**src/rtl/uart_fifo_irq.sv**
```systemverilog
module uart_fifo_irq #(
  parameter int DEPTH = 32,
  parameter int DW    = 8
) (
  input  logic          clk,
  input  logic          rst_n,
  input  logic          rx_push,
  input  logic [DW-1:0] rx_data_in,
  input  logic          rx_pop,
  output logic [DW-1:0] rx_data_out,
  input  logic          tx_push,
  input  logic [DW-1:0] tx_data_in,
  input  logic          tx_pop,
  output logic [DW-1:0] tx_data_out,
  input  logic          rt_clear,
  input  logic [2:0]    irq_mask,
  output logic          rx_empty,
  output logic          rx_full,
  output logic          tx_empty,
  output logic          tx_full,
  output logic          tx_busy,
  output logic [2:0]    irq_raw,
  output logic [2:0]    irq_masked,
  output logic          irq
);

  localparam int AW = $clog2(DEPTH);
  localparam int CW = AW + 1;
  localparam logic [CW-1:0] FULL_C = CW'(DEPTH);
  localparam logic [CW-1:0] HALF_C = CW'(DEPTH / 2);
  localparam logic [CW-1:0] RXT_C  = CW'(DEPTH - DEPTH / 2);

  logic [DW-1:0] rx_mem [DEPTH];
  logic [DW-1:0] tx_mem [DEPTH];
  logic [AW-1:0] rx_wp, rx_rp, tx_wp, tx_rp;
  logic [CW-1:0] rx_cnt, tx_cnt;
  logic          rx_empty_q, rx_full_q, tx_empty_q, tx_full_q;
  logic          rx_irq_q, tx_irq_q, rt_irq_q;

  wire rx_wr = rx_push && (rx_cnt != FULL_C);
  wire rx_rd = rx_pop  && (rx_cnt != '0);
  wire tx_wr = tx_push && (tx_cnt != FULL_C);
  wire tx_rd = tx_pop  && (tx_cnt != '0);

  wire [CW-1:0] rx_cnt_nx = rx_cnt + CW'(rx_wr) - CW'(rx_rd);
  wire [CW-1:0] tx_cnt_nx = tx_cnt + CW'(tx_wr) - CW'(tx_rd);

  always_ff @(posedge clk) begin
    if (rx_wr) rx_mem[rx_wp] <= rx_data_in;
    if (tx_wr) tx_mem[tx_wp] <= tx_data_in;
  end

  always_ff @(posedge clk) begin
    if (!rst_n) begin
      rx_wp  <= '0;
      rx_rp  <= '0;
      rx_cnt <= '0;
      tx_wp  <= '0;
      tx_rp  <= '0;
      tx_cnt <= '0;
    end else begin
      if (rx_wr) rx_wp <= rx_wp + AW'(1);
      if (rx_rd) rx_rp <= rx_rp + AW'(1);
      if (tx_wr) tx_wp <= tx_wp + AW'(1);
      if (tx_rd) tx_rp <= tx_rp + AW'(1);
      rx_cnt <= rx_cnt_nx;
      tx_cnt <= tx_cnt_nx;
    end
  end

  always_ff @(posedge clk) begin
    if (!rst_n) begin
      rx_empty_q <= 1'b1;
      rx_full_q  <= 1'b0;
      rx_irq_q   <= 1'b0;
      rt_irq_q   <= 1'b0;
    end else begin
      if (rx_wr)                           rx_empty_q <= 1'b0;
      else if (rx_rd && rx_cnt_nx == '0)   rx_empty_q <= 1'b1;

      if (rx_pop)                          rx_full_q <= 1'b0;
      else if (rx_wr && rx_cnt_nx == FULL_C) rx_full_q <= 1'b1;

      if (rx_push && rx_cnt_nx >= RXT_C)   rx_irq_q <= 1'b1;
      else if (rx_rd && rx_cnt_nx < RXT_C) rx_irq_q <= 1'b0;

      if (rx_push)                         rt_irq_q <= 1'b1;
      else if (rt_clear || (rx_rd && rx_cnt_nx == '0)) rt_irq_q <= 1'b0;
    end
  end

  always_ff @(posedge clk) begin
    if (!rst_n) begin
      tx_empty_q <= 1'b1;
      tx_full_q  <= 1'b0;
      tx_irq_q   <= 1'b0;
    end else begin
      if (tx_wr)                           tx_empty_q <= 1'b0;
      else if (tx_rd && tx_cnt_nx == '0)   tx_empty_q <= 1'b1;

      if (tx_wr && tx_cnt_nx == FULL_C)    tx_full_q <= 1'b1;
      else if (tx_rd)                      tx_full_q <= 1'b0;

      if (tx_push || tx_rd)                tx_irq_q <= (tx_cnt_nx <= HALF_C);
    end
  end

  assign rx_data_out = rx_mem[rx_rp];
  assign tx_data_out = tx_mem[tx_rp];
  assign rx_empty    = rx_empty_q;
  assign rx_full     = rx_full_q;
  assign tx_empty    = tx_empty_q;
  assign tx_full     = tx_full_q;
  assign tx_busy     = tx_full_q;
  assign irq_raw     = {rt_irq_q, tx_irq_q, rx_irq_q};
  assign irq_masked  = irq_raw & irq_mask;
  assign irq         = |irq_masked;

endmodule

```
**config.mk**
```make
export PLATFORM = sky130hd
export DESIGN_NAME = uart_fifo_irq
export DESIGN_NICKNAME = d
export VERILOG_FILES = /design/src/rtl/uart_fifo_irq.sv
export SDC_FILE = /design/constraint.sdc
export NUM_CORES = 1
export LEC_CHECK = 0
export ABC_AREA = 1
export CAP_MARGIN = 0
export CORE_MARGIN = 2
export CORE_UTILIZATION = 25
export CTS_CLUSTER_SIZE = 12
export DETAILED_ROUTE_END_ITERATION = 8
export PLACE_DENSITY = 0.49
export SETUP_SLACK_MARGIN = 0.2
export SLEW_MARGIN = 30
export SYNTH_ARGS = -nofsm -noshare
export SYNTH_HDL_FRONTEND = slang
export SYNTH_SLANG_ARGS = --single-unit
```
**constraint.sdc**
```tcl
create_clock -name clk -period 2.5 [get_ports clk]
set_input_delay 0.25 -clock clk [delete_from_list [all_inputs] [get_ports clk]]
set_output_delay 0.25 -clock clk [all_outputs]
set_load 0.02 [all_outputs]
```
==> impl_metrics.yaml <==
synthesis:
  synth_area_per_cell_um2: 12.8
  synth-async-reset-ratio_pct: 0
  netlist-cell-type-count: 30
  synth-warning-count: 0
  postSynthRegisterBits: 561
  synth_top_flop_cell: "edfxtp_1"
  synth-edff-count: 512
  netlist_instances: 1817
  syn_nets: 1872
  synth-seq-area-share_pct: 70.5
  mappedNetlistArea_um2: 23200
timing:
  finalWorstSetupSlack_ns: -0.0880
  slew-limit-headroom_pct: 50.5
  clock.fmax_mhz: 386
  finalMaxSlewViolations: 0
  hold_viol: 0
  post-route-period-util_pct: 104
  finalSetupViolCount: 15
  worstMarginPinSlew_ns: 0.742
  worst_clock_skew_ns: 0.0293
  grt_setup_unrepaired: "yes"
  post-route-min-period_ns: 2.59
power:
  vdd.ir_drop.worst_mv: 0.522
  cell_internal_power_w: 0.0194
  switching_share_pct: 30.8
  share_of_total_power_in_the_clock_network_pct: 32.5
  part_of_the_power_in_registers_pct: 38.3
  post-layout-total-power_w: 0.0281
  power_switching_w: 0.00865
  cellPowerDensity_nw_per_um2: 947
  comb_power_share_pct: 29.2
  power.static_leakage_nw: 10.0
drt:
  detail-route-antenna-nets: 0
  finalWirelength_mm: 62.5
  mean_routed_wirelength_per_cell_um: 18.8
  route.detailed.vias_per_inst: 4.58
  drc: 0
  route.vias.total: 15249
  detail_route.first_pass.iterations: 5
  drtIter0Drc: 1146
global_route:
  grt_remaining_overflow: 0
  grt_max_degree: 58
  global_route.usage.total_pct: 12.9
  grt_pass1_vias: 15214
  antenna_violations_before_repair: 0
  grt_first_pass_wirelength_mm: 93.3
clock_tree:
  cts.clk_slew.worst_paths_ns: 0.06
  cts-buffers-inserted: 66
  postCtsHoldBufs: 0
  tritoncts: "built"
  cts_htree_levels: 3
  clock-root-buffer: "clkbuf_16"
  cts.path.max_buffers: 3
  tritoncts_num_sinks: 561
  clock_latency_ns: 0.62
placement:
  hpwlAfterDp_mm: 36.4
  pre_cts_slack_ns: -0.0133
  place_area_um2: 26100
  place.port_buffers: 53
  gpl.final_weighted_congestion: 0.780
  placed_cells_incl_taps: 3154
layout:
  antennaDiodeCount: 0
  nets: 2094
  area_delta_synth_final_pct: 27.9
  final_layout_size_suffix_gt1_share_pct: 22.2
  postLayoutCellArea_um2: 29600
  stdcell_count: 3330
worst_setup_path:
  r2r_start: "tx_cnt[2]$_SDFF_PN0_"
  reg2reg_setup_slack_ns: 0.06
  cpMostUsedCell: "nand2_1"
  crit_fanout: 8
  cp_cell_sequence: "buf_12 > inv_16 > bufbuf_16 > o21bai_1 > o211ai_1 > nand3_1 > nand2_1 > nand2_1 > nand2_2 > buf_6"
  cp_data_arrival_time_ns: 2.34
  critical-path-slowest-cell: "dfxtp_4"
  worst_path_largest_cell_delay_ns: 0.37
  end_kind: "output pin"
  reg2reg_capture_point: "tx_empty$_SDFFE_PN1P_"
  critical_path_class: "reg2out"
  critPathLaunchType: "flop"
  worst_ep_required_time_ns: 2.25
  r2r.worst_path.cells: 18
floorplanning:
  fp.dieW_um: 309
  initial_utilization_pct: 25.3
  core_region_area_um2: 91800
  design.portCount: 54
  die_h_um: 309
  die-area_um2: 95200
  core.rowCount: 111
run_status:
  status: "complete, but fails checks"
  failed_checks: "setup timing"
job:
  count_of_max_cap_constraint_violations: 0
worst_hold_path:
  min_from: "rx_push"
  worst_min_delay_path_class: "in2reg"
  hold_path_depth: 3
  hold_end: "rt_irq_q$_SDFFE_PN0P_"
==> kinds of logic after synthesis <==
| family | share of synthesized area (%) |
|---|---|
| AOI/OAI and AO/OA | 13.2 |
| xor gates and xnor gates | 0.0756 |
| adders and majority gates | 1.63 |
| buffers and inverters | 4.20 |
| DFF | 70.5 |
| and+or+nand+nor | 10.4 |
==> worst max-delay path by stage <==
stage	end	slack (ns)	cells past startpoint
2_1_floorplan	tx_empty$_SDFFE_PN1P_	0.18	19
3_3_place_gp	rt_irq_q$_SDFFE_PN0P_	-0.05	12
3_5_place_dp	rt_irq_q$_SDFFE_PN0P_	-0.01	12
4_1_cts	tx_data_out[3]	-0.13	12
5_1_grt	tx_data_out[6]	-0.20	11
6_report	tx_data_out[1]	-0.09	10
==> routing by layer <==
layer	up-vias	GRT usage (%)	wire [µm]
li1	7166	-	-
met1	7557	16.9	27800
met2	404	21.1	29600
met3	122	2.16	3000
met4	0	5.25	2150
met5	-	0	0
==> state kept, by name, summed over array words and instances (netlist names), named ones only <==
register	cells
rx_full	1
rx_mem	256
rx_empty	1
tx_mem	256
rt_irq_q	1
tx_empty	1
rx_irq_q	1
tx_irq_q	1
rx_rp	5
tx_wp	5
rx_cnt	6
tx_busy	1
tx_cnt	6
rx_wp	5
tx_rp	5
==> worst max-delay path: cells and delay by family, from the launching register on <==
kind | cells | cell delay (ns)
AO/OA/AOI/OAI | 2 | 0.25
buffers and inverters | 4 | 0.62
flip-flops | 1 | 0.37
AND/OR/NAND/NOR | 4 | 0.47
==> power by group through the flow <==
stage | logic, W | clock network (W) | registers, W
floorplan | 0.00423 | 0 | 0.0108
global placement | 0.00634 | 0 | 0.0109
detailed placement | 0.00643 | 0 | 0.0109
CTS | 0.00767 | 0.00934 | 0.0107
global route | 0.00891 | 0.00975 | 0.0108
finish | 0.00820 | 0.00914 | 0.0108
==> per-stage QoR <==
step	utilization, %	hold slack, ns	setup TNS [ns]
2_1_floorplan	-	0.349	0
3_3_place_gp	28.4	0.447	-0.0532
3_5_place_dp	28.4	0.453	-0.0133
4_1_cts	31.9	0.269	-1.20
5_1_grt	32.3	0.284	-2.65
6_report	32.3	0.301	-0.680
==> final cells by class <==
class / instances / area (µm²)
clock buffer: 82 / 1710
tap: 1243 / 1560
inverter: 68 / 284
clock inverter: 34 / 323
sequential: 561 / 16400
multi-input combinational: 1073 / 6440
fill: 9051 / 62200
timing repair buffer: 269 / 2950
==> cell usage after synthesis, types with 13 or more instances <==
library cell	instances	area, µm²
o21a_1	17	128
clkbuf_1	46	173
buf_4	13	97.6
nor2_1	336	1260
inv_1	61	229
o21bai_1	127	953
buf_2	27	135
nand2_1	146	548
buf_6	25	282
ha_1	27	338
nand3_1	96	480
dfxtp_1	49	981
o21ai_0	128	641
o211ai_1	16	120
a21oi_1	25	125
o21ai_1	20	100
o221ai_1	112	981
edfxtp_1	512	15400
==> cell usage in the layout, fill, tap and decap left out, drive strengths merged, types with 16 or more instances in the layout <==
master | synthesis | routed
nand3 | 96 | 96
o21a | 17 | 17
ha | 27 | 27
buf | 69 | 226
inv | 68 | 73
o211ai | 16 | 16
clkbuf | 46 | 84
edfxtp | 512 | 512
nand2 | 147 | 147
o21ai | 148 | 148
a21oi | 25 | 25
o221ai | 112 | 112
dfxtp | 49 | 49
clkdlybuf4s50 | 0 | 37
nor2 | 336 | 336
clkinv | 0 | 25
o21bai | 128 | 128
==> what timing repair did <==
item | 4_1_cts | 5_1_grt
buffers inserted | 31 | 12
gates cloned | 15 | 2
gates resized for setup | 191 | 61
endpoints found under the setup margin | 23 | 44
pin swaps | 71 | 56
Power figures use the tool's default switching activity.
